`config.mk`:
```
export PLATFORM = sky130hd
export DESIGN_NAME = pll_phase_ctrl
export DESIGN_NICKNAME = d
export VERILOG_FILES = /design/src/rtl/pll_phase_pkg.sv /design/src/rtl/rst_sync.sv /design/src/rtl/ref_divider.sv /design/src/rtl/pfd_core.sv /design/src/rtl/lock_monitor.sv /design/src/rtl/pll_phase_ctrl.sv
export SDC_FILE = /design/constraint.sdc
export NUM_CORES = 1
export LEC_CHECK = 0
export BUFFER_PORTS_ARGS = -buffer_cell sky130_fd_sc_hd__buf_2
export CAP_MARGIN = 20
export CORE_ASPECT_RATIO = 0.75
export CORE_MARGIN = 3
export CORE_UTILIZATION = 54
export CTS_CLUSTER_DIAMETER = 120
export DETAILED_ROUTE_END_ITERATION = 12
export PLACE_DENSITY_LB_ADDON = 0.2
export SLEW_MARGIN = 10
export SYNTH_ARGS = -nofsm -noshare
export SYNTH_HDL_FRONTEND = slang
export SYNTH_SLANG_ARGS = --single-unit
export TNS_END_PERCENT = 20
```
`constraint.sdc`:
```
create_clock -name clk -period 1 [get_ports clk]
set_input_delay 0.2 -clock clk [delete_from_list [all_inputs] [get_ports clk]]
set_output_delay 0.2 -clock clk [all_outputs]
set_load 0.01 [all_outputs]
```
`src/rtl/pll_phase_pkg.sv`:
```
package pll_phase_pkg;
  localparam int SEL_W       = 3;
  localparam int LOCK_CYCLES = 16;
  localparam int MAX_WIDTH   = 2;
  localparam int PORT_W      = 2;
  typedef logic [SEL_W-1:0] ratio_sel_t;
endpackage

```
`src/rtl/rst_sync.sv`:
```
module rst_sync (
  input  logic clk,
  input  logic rst_n,
  output logic rst_n_sync
);
  logic [1:0] stage_q;

  always_ff @(posedge clk or negedge rst_n) begin
    if (!rst_n) stage_q <= 2'b00;
    else        stage_q <= {stage_q[0], 1'b1};
  end

  assign rst_n_sync = stage_q[1];
endmodule

```
`src/rtl/ref_divider.sv`:
```
module ref_divider #(
  parameter int SEL_W = 3
) (
  input  logic             clk,
  input  logic             rst_n,
  input  logic             ref_tick,
  input  logic [SEL_W-1:0] ratio_sel,
  output logic             cmp_pulse
);
  localparam int CNT_W = 1 << SEL_W;

  logic [CNT_W-1:0] cnt_q, cnt_d, limit;
  logic             cmp_q, cmp_d;

  // limit = ratio - 1, a run of (sel+1) ones
  always_comb begin
    limit = {CNT_W{1'b1}} >> (CNT_W - 1 - int'(ratio_sel));
  end

  always_comb begin
    cnt_d = cnt_q;
    cmp_d = 1'b0;
    if (ref_tick) begin
      if (cnt_q >= limit) begin
        cnt_d = '0;
        cmp_d = 1'b1;
      end else begin
        cnt_d = cnt_q + 1'b1;
      end
    end
  end

  always_ff @(posedge clk or negedge rst_n) begin
    if (!rst_n) begin
      cnt_q <= '0;
      cmp_q <= 1'b0;
    end else begin
      cnt_q <= cnt_d;
      cmp_q <= cmp_d;
    end
  end

  assign cmp_pulse = cmp_q;
endmodule

```
`src/rtl/pfd_core.sv`:
```
module pfd_core (
  input  logic clk,
  input  logic rst_n,
  input  logic cmp_pulse,
  input  logic fb_tick,
  output logic up_req,
  output logic dn_req
);
  logic up_q, up_d, dn_q, dn_d;

  always_comb begin
    if (up_q && dn_q) begin
      up_d = 1'b0;
      dn_d = 1'b0;
    end else begin
      up_d = up_q | cmp_pulse;
      dn_d = dn_q | fb_tick;
    end
  end

  always_ff @(posedge clk or negedge rst_n) begin
    if (!rst_n) begin
      up_q <= 1'b0;
      dn_q <= 1'b0;
    end else begin
      up_q <= up_d;
      dn_q <= dn_d;
    end
  end

  assign up_req = up_q;
  assign dn_req = dn_q;
endmodule

```
`src/rtl/lock_monitor.sv`:
```
module lock_monitor #(
  parameter int LOCK_CYCLES = 16,
  parameter int MAX_WIDTH   = 2
) (
  input  logic clk,
  input  logic rst_n,
  input  logic up_req,
  input  logic dn_req,
  input  logic cmp_pulse,
  output logic locked
);
  localparam int RUN_W  = $clog2(MAX_WIDTH + 1);
  localparam int GOOD_W = $clog2(LOCK_CYCLES + 1);
  localparam logic [RUN_W-1:0]  RUN_MAX  = RUN_W'(MAX_WIDTH);
  localparam logic [GOOD_W-1:0] GOOD_MAX = GOOD_W'(LOCK_CYCLES);

  logic [RUN_W-1:0]  run_q, run_d;
  logic [GOOD_W-1:0] good_q, good_d;
  logic              active, wide;

  always_comb begin
    active = up_req | dn_req;
    wide   = active && (run_q == RUN_MAX);
    if (!active)              run_d = '0;
    else if (run_q == RUN_MAX) run_d = run_q;
    else                      run_d = run_q + 1'b1;
    good_d = good_q;
    if (wide)                                 good_d = '0;
    else if (cmp_pulse && (good_q != GOOD_MAX)) good_d = good_q + 1'b1;
  end

  always_ff @(posedge clk or negedge rst_n) begin
    if (!rst_n) begin
      run_q  <= '0;
      good_q <= '0;
    end else begin
      run_q  <= run_d;
      good_q <= good_d;
    end
  end

  assign locked = (good_q == GOOD_MAX);
endmodule

```
`src/rtl/pll_phase_ctrl.sv`:
```
module pll_phase_ctrl
  import pll_phase_pkg::*;
(
  input  logic              clk,
  input  logic              rst_n,
  input  logic              ref_tick,
  input  logic              fb_tick,
  input  logic [SEL_W-1:0]  ratio_sel,
  input  logic              pump_disable,
  input  logic              drive_off,
  input  logic              test_mode,
  input  logic [PORT_W-1:0] port_data,
  output logic              up_req,
  output logic              dn_req,
  output logic              up_oe,
  output logic              dn_oe,
  output logic              drive_en,
  output logic              lock_out,
  output logic              lock_oe,
  output logic [PORT_W-1:0] port_out
);
  logic rst_n_s;
  logic cmp_pulse;
  logic locked;
  logic fb_half_q, fb_half_d;

  rst_sync u_rst (.clk(clk), .rst_n(rst_n), .rst_n_sync(rst_n_s));

  ref_divider #(.SEL_W(SEL_W)) u_div (
    .clk(clk), .rst_n(rst_n_s), .ref_tick(ref_tick),
    .ratio_sel(ratio_sel), .cmp_pulse(cmp_pulse)
  );

  pfd_core u_pfd (
    .clk(clk), .rst_n(rst_n_s), .cmp_pulse(cmp_pulse),
    .fb_tick(fb_tick), .up_req(up_req), .dn_req(dn_req)
  );

  lock_monitor #(.LOCK_CYCLES(LOCK_CYCLES), .MAX_WIDTH(MAX_WIDTH)) u_lock (
    .clk(clk), .rst_n(rst_n_s), .up_req(up_req), .dn_req(dn_req),
    .cmp_pulse(cmp_pulse), .locked(locked)
  );

  always_comb fb_half_d = fb_half_q ^ fb_tick;

  always_ff @(posedge clk or negedge rst_n_s) begin
    if (!rst_n_s) fb_half_q <= 1'b0;
    else          fb_half_q <= fb_half_d;
  end

  always_comb begin
    up_oe    = ~pump_disable;
    dn_oe    = ~pump_disable;
    drive_en = ~drive_off;
    lock_out = 1'b0;
    lock_oe  = ~locked;
    port_out = port_data;
    if (test_mode) begin
      port_out[0] = fb_half_q;
      port_out[1] = cmp_pulse;
    end
  end
endmodule

```
### After elaboration in Yosys (flattened, before gate mapping)

Cells that the tools add are included.

* logic and storage cells: 39
* register bits: 21

* reduce and logical (&&, ||, !) cells: 4
* equality and inequality tests: 4
* mux-type cells: 10
* $add $sub $neg: 4
* $lt $le $gt $ge: 1
* shift-type cells: 1
* bitwise gates (word level): 7

Operator list (count)
* $shr 8x32->8 const A: 1
* $mux 5: 2
* $add 8x1->8 const B: 1
* $ge 8x8->1: 1
* $mux 8: 1
* $mux 2: 3
* $add 5x1->5 const B: 1
* $eq 5x5->1 const B: 1
* $ne 5x5->1 const B: 1
* $mux 1: 4
* $sub 3x3->4 const A: 1
* $logic_and 1x1->1: 3
* $not 1->1: 3
* $or 1x1->1: 3
* $add 2x1->2 const B: 1
* $eq 2x2->1 const B: 1
* $ne 2x2->1 const B: 1
* $reduce_bool 2->1: 1
* $xor 1x1->1: 1

### Depth between registers and ports, before layout

* depth after elaboration: 5
* depth in mapped cells: 7

### Cells and area by module

A second synthesis with hierarchy kept.

* cells, all modules: 119
* area, all modules: 1207.4 sq um

Modules (own cells, without submodules)
* ref_divider: area an instance 616.8 sq um, times used 1, cells each 62, sequential area each 225.2 sq um
* lock_monitor: area an instance 372.9 sq um, times used 1, cells each 38, sequential area each 175.2 sq um
* pll_phase_ctrl: area an instance 86.3 sq um, times used 1, cells each 10, sequential area each 25.0 sq um
* pfd_core: area an instance 77.6 sq um, times used 1, cells each 6, sequential area each 50.0 sq um
* rst_sync: area an instance 53.8 sq um, times used 1, cells each 3, sequential area each 50.0 sq um

### Least setup slack after synthesis

OpenSTA, ideal clock, no wires.

* kind: register to register
* from: register u_div.cnt_q[7]
* to: register u_div.cnt_q[3]
* data arrival time: 1.498 ns
* slack: -0.580 ns
* data required time: 0.918 ns
* buffers on the path: 0
* cell stages (with the launch flop): 7
* cell sequence: dfrtp_1 -> ha_1 -> and2_4 -> a221oi_2 -> o21a_1 -> nand2_2 -> o22ai_1

* cells in the longest elaborated chain, start to end: 2

RTL lines
* start, declared: RTL line ref_divider.sv:12 `logic [CNT_W-1:0] cnt_q, cnt_d, limit;`
* start signal, assigned: RTL line ref_divider.sv:38 `cnt_q <= cnt_d;`
* $ge 8x8->1: RTL line ref_divider.sv:24 `if (cnt_q >= limit) begin`
* $mux 8: RTL line ref_divider.sv:24

Every way passes these cells.
A chain may end at the register's enable or synchronous reset.

### Worst setup path in the final report

* from: register u_div.cnt_q[5]
* to: register u_div.cnt_q[4]

Same word-level chain as after synthesis.

==> results.sh <==
export IMPL_outcome="finished, violations left"
export IMPL_failed_checks="negative setup slack"
export IMPL_portBuffers=19
export IMPL_hold_path_startpoint="fb_tick"
export IMPL_floorplan_rows=13
export IMPL_drive_above_1_share_pct=42.5
export IMPL_timing_critical_path_arrival_ns=1.96
export IMPL_wl_met1_mm=1.27
export IMPL_rsz0062_at_grt="yes"
export IMPL_global_route_overflow_total=0
export IMPL_final_setup_skew_ns=0.0114
export IMPL_critical_path_required_ns=1.24
export IMPL_n_antenna_cell=0
export IMPL_synth_area_per_cell_um2=9.93
export IMPL_path_clk_slew_ns=0.11
export IMPL_final_min_period_over_clock_period_pct=172
export IMPL_maximum_number_of_pins_on_one_net_before_global_route_repair=20
export IMPL_power_switching_mw=1.32
export IMPL_die_height_um=46.5
export IMPL_drc_violations_left=0
export IMPL_postRouteWirelength_mm=3.00
export IMPL_worst_hold_path_type="in2reg"
export IMPL_p_int_mw=2.28
export IMPL_route_detailed_wl_per_inst_um=15.9
export IMPL_synth_warning_count=0
export IMPL_r2r_start="u_div.cnt_q[5]"
export IMPL_timing_final_max_slew_violations=0
export IMPL_path_max_fanout=4
export IMPL_power_ir_vdd_worst_uv=1830
export IMPL_antenna_found_initial=0
export IMPL_wire_length_of_the_first_global_routing_pass_mm=4.37
export IMPL_worstSetupStartpointType="flip-flop"
export IMPL_worst_setup_path_end_kind="flip-flop"
export IMPL_seq_area_frac_synth_pct=44.5
export IMPL_synth_area_um2=1180
export IMPL_hold_worst_slack_ns=0.102
export IMPL_areaGrowthSynthToFinish_pct=41.6
export IMPL_post_dp_cell_area_um2=1490
export IMPL_grtUsageTotal_pct=22.2
export IMPL_power_switching_share_pct=36.6
export IMPL_timing_final_crit_period_ns=1.72
export IMPL_maxCapViolCount=0
export IMPL_fp_coreArea_um2=1890
export IMPL_start_util_pct=62.6
export IMPL_clock_insertion_delay_worst_skew_ns=0.32
export IMPL_topRoutingLayerUsed="met4"
export IMPL_dp_hpwl_mm=2.04
export IMPL_crit_path_cell_trace="ha_4 -> a21o_1 -> a221oi_4 -> o21a_1 -> nand2_2 -> o2bb2ai_1"
export IMPL_crit_path_max_delay_cell_type="sky130_fd_sc_hd__dfrtp_1"
export IMPL_timing_final_setup_violations=21
export IMPL_power_frac_clock_pct=11.7
export IMPL_power_density_nw_per_um2=2150
export IMPL_number_of_clock_sinks=21
export IMPL_synth_cell_types=32
export IMPL_count_of_state_elements_after_synthesis=21
export IMPL_first_global_vias=1008
export IMPL_route_antenna_remaining_nets=0
export IMPL_syn_num_nets=142
export IMPL_launching_instance_or_port_of_the_critical_path="u_div.cnt_q[5]"
export IMPL_number_of_levels_in_the_clock_h_tree=1
export IMPL_vias_post_dr=1074
export IMPL_number_of_optimization_iterations_in_the_first_detailed_route_pass=4
export IMPL_dr_first_iter_drc_count=51
export IMPL_critical_path_max_stage_delay_ns=0.44
export IMPL_floorplan_die_area_um2=2790
export IMPL_power_leakage_nw=0.823
export IMPL_wl_met3_um=173
export IMPL_final_cell_area_um2=1670
export IMPL_largest_buffer_count_on_any_clock_path=2
export IMPL_synthesis_instances=119
export IMPL_total_power_mw=3.60
export IMPL_p_seq_share_pct=34.8
export IMPL_hold_viol=0
export IMPL_clock_tree_from_tritoncts="done"
export IMPL_clockRootBuffer="sky130_fd_sc_hd__clkbuf_4"
export IMPL_final_wtd_congestion=0.864
export IMPL_power_frac_comb_pct=53.5
export IMPL_floorplan_io_pins=21
export IMPL_route_detailed_vias_per_inst=5.68
export IMPL_tritoncts_num_buffers=3
export IMPL_setup_slack_ns=-0.719
export IMPL_setup_worst_path_class="reg2reg"
export IMPL_fin_nets=191
export IMPL_floorplan_die_width_um=60.0
export IMPL_detailroute_wirelength_met2_mm=1.49
export IMPL_timing_fmax_mhz=582
==> layout by cell type, fill, tap and decap left out, types with 2 or more instances in the layout <==
cell type,n
sky130_fd_sc_hd__a21oi_1,6
sky130_fd_sc_hd__and2_4,2
sky130_fd_sc_hd__buf_2,15
sky130_fd_sc_hd__buf_4,23
sky130_fd_sc_hd__buf_6,8
sky130_fd_sc_hd__clkbuf_4,3
sky130_fd_sc_hd__conb_1,2
sky130_fd_sc_hd__dfrtp_1,21
sky130_fd_sc_hd__ha_1,6
sky130_fd_sc_hd__ha_2,2
sky130_fd_sc_hd__ha_4,3
sky130_fd_sc_hd__inv_1,10
sky130_fd_sc_hd__mux2_4,2
sky130_fd_sc_hd__mux2i_1,3
sky130_fd_sc_hd__nand2_1,4
sky130_fd_sc_hd__nand2b_1,3
sky130_fd_sc_hd__nand3_1,9
sky130_fd_sc_hd__nand4_1,2
sky130_fd_sc_hd__nor2_1,9
sky130_fd_sc_hd__nor2_2,2
sky130_fd_sc_hd__o21a_1,2
sky130_fd_sc_hd__o21ai_1,3
sky130_fd_sc_hd__o2bb2ai_1,2
sky130_fd_sc_hd__xnor2_1,2
sky130_fd_sc_hd__xor2_1,5
==> critical path: cells and delay by family, from the launching register on <==
kind | cells | cell delay, ns
adders and majority gates | 1 | 0.23
AOI/OAI and AO/OA | 4 | 0.86
DFF | 1 | 0.44
and+or+nand+nor | 1 | 0.12
==> routing by layer <==
layer	vias to the layer above	global-route usage, %
met5	-	0
met4	0	6.19
met3	11	7.56
met2	39	38.1
met1	527	26.7
li1	497	-
==> flip-flops by register name (all words and copies together), names as in the netlist <==
register         flops
u_div.cnt_q          8
u_lock.good_q        5
u_lock.run_q         2
u_rst.stage_q        2
fb_half_q            1
u_div.cmp_pulse      1
u_pfd.dn_req         1
u_pfd.up_req         1
==> worst paths after layout <==
check / slack [ns] / end / depth (start not counted)
min reg2reg: 0.21 / u_div.cnt_q[0] / 1
min: 0.10 / fb_half_q / 2
max in group asynchronous: 0.57 / u_div.cnt_q[5] / 1
min in group asynchronous: 0.17 / u_rst.stage_q[1] / 2
max reg2reg: -0.72 / u_div.cnt_q[4] / 6
max: -0.72 / u_div.cnt_q[4] / 6
==> power by group through the flow <==
stage / clock [mW] / combinational [mW] / sequential, mW
after global placement: 0 / 1.50 / 1.24
final: 0.421 / 1.93 / 1.25
after floorplan: 0 / 0.763 / 1.33
after global routing: 0.478 / 2.09 / 1.28
after detailed placement: 0 / 1.61 / 1.25
after CTS: 0.429 / 1.75 / 1.24
==> kinds of logic (layout without fill, tap and decap cells) <==
family | after synthesis | after routing | share of synthesized area (%)
mux | 5 | 5 | 4.45
fa+ha+maj | 11 | 11 | 11.7
xor+xnor | 8 | 8 | 5.93
other cells | 2 | 2 | 0.636
flops | 21 | 21 | 44.5
simple gates | 38 | 38 | 16.6
buf+inv | 14 | 62 | 5.19
compound gates | 20 | 20 | 11.0
==> repair_timing <==
item | in CTS | in global routing
setup endpoints to repair | 21 | 21
gates resized for setup | 11 | 16
gates cloned | 0 | 0
setup buffers | 1 | 0
pin swaps | 4 | 10
hold buffers | 1 | 0
endpoints found under the hold margin | 2 | 0
==> stage by stage <==
step | instances | setup slack [ns] | utilization, % | setup TNS [ns]
5_1_grt | 189 | -0.775 | 88.7 | -9.47
4_1_cts | 189 | -0.680 | 84.1 | -8.35
3_3_place_gp | 183 | -0.710 | 79.0 | -6.54
6_report | 189 | -0.719 | 88.7 | -8.09
2_1_floorplan | 119 | -0.558 | - | -5.49
3_5_place_dp | 183 | -0.766 | 79.0 | -7.75
==> cells in the mapped netlist <==
library cell,instances,area (um^2)
sky130_fd_sc_hd__xnor2_1,2,17.5
sky130_fd_sc_hd__buf_4,2,15.0
sky130_fd_sc_hd__nand2_2,1,6.26
sky130_fd_sc_hd__nor3_1,1,5.00
sky130_fd_sc_hd__nand4bb_1,1,11.3
sky130_fd_sc_hd__o21ai_0,1,5.00
sky130_fd_sc_hd__nand2_1,4,15.0
sky130_fd_sc_hd__ha_1,11,138
sky130_fd_sc_hd__and2_4,2,17.5
sky130_fd_sc_hd__nand3_1,9,45.0
sky130_fd_sc_hd__o21ai_1,4,20.0
sky130_fd_sc_hd__mux2_2,1,11.3
sky130_fd_sc_hd__o22ai_1,2,12.5
sky130_fd_sc_hd__inv_1,11,41.3
sky130_fd_sc_hd__nor3b_1,1,7.51
sky130_fd_sc_hd__a21o_1,1,7.51
sky130_fd_sc_hd__and3_1,1,6.26
sky130_fd_sc_hd__o2bb2ai_1,2,17.5
sky130_fd_sc_hd__nand4_1,2,12.5
sky130_fd_sc_hd__a21boi_1,1,7.51
sky130_fd_sc_hd__a21oi_1,6,30.0
sky130_fd_sc_hd__mux2i_1,3,30.0
sky130_fd_sc_hd__a221oi_2,1,15.0
sky130_fd_sc_hd__nor2b_1,1,6.26
sky130_fd_sc_hd__dfrtp_1,21,526
sky130_fd_sc_hd__conb_1,2,7.51
sky130_fd_sc_hd__buf_2,1,5.00
sky130_fd_sc_hd__mux2_1,1,11.3
sky130_fd_sc_hd__nand2b_1,3,18.8
sky130_fd_sc_hd__o21a_1,2,15.0
sky130_fd_sc_hd__xor2_1,6,52.6
sky130_fd_sc_hd__nor2_1,12,45.0
==> final cells by class <==
cell class | count | area (um^2)
Fill cell | 99 | 214
Tap cell | 22 | 27.5
Clock buffer | 3 | 22.5
Timing Repair Buffer | 47 | 348
Sequential cell | 21 | 526
Clock inverter | 1 | 5.00
Multi-Input combinational cell | 84 | 703
Inverter | 11 | 41.3
Power figures use the tool's default switching activity.
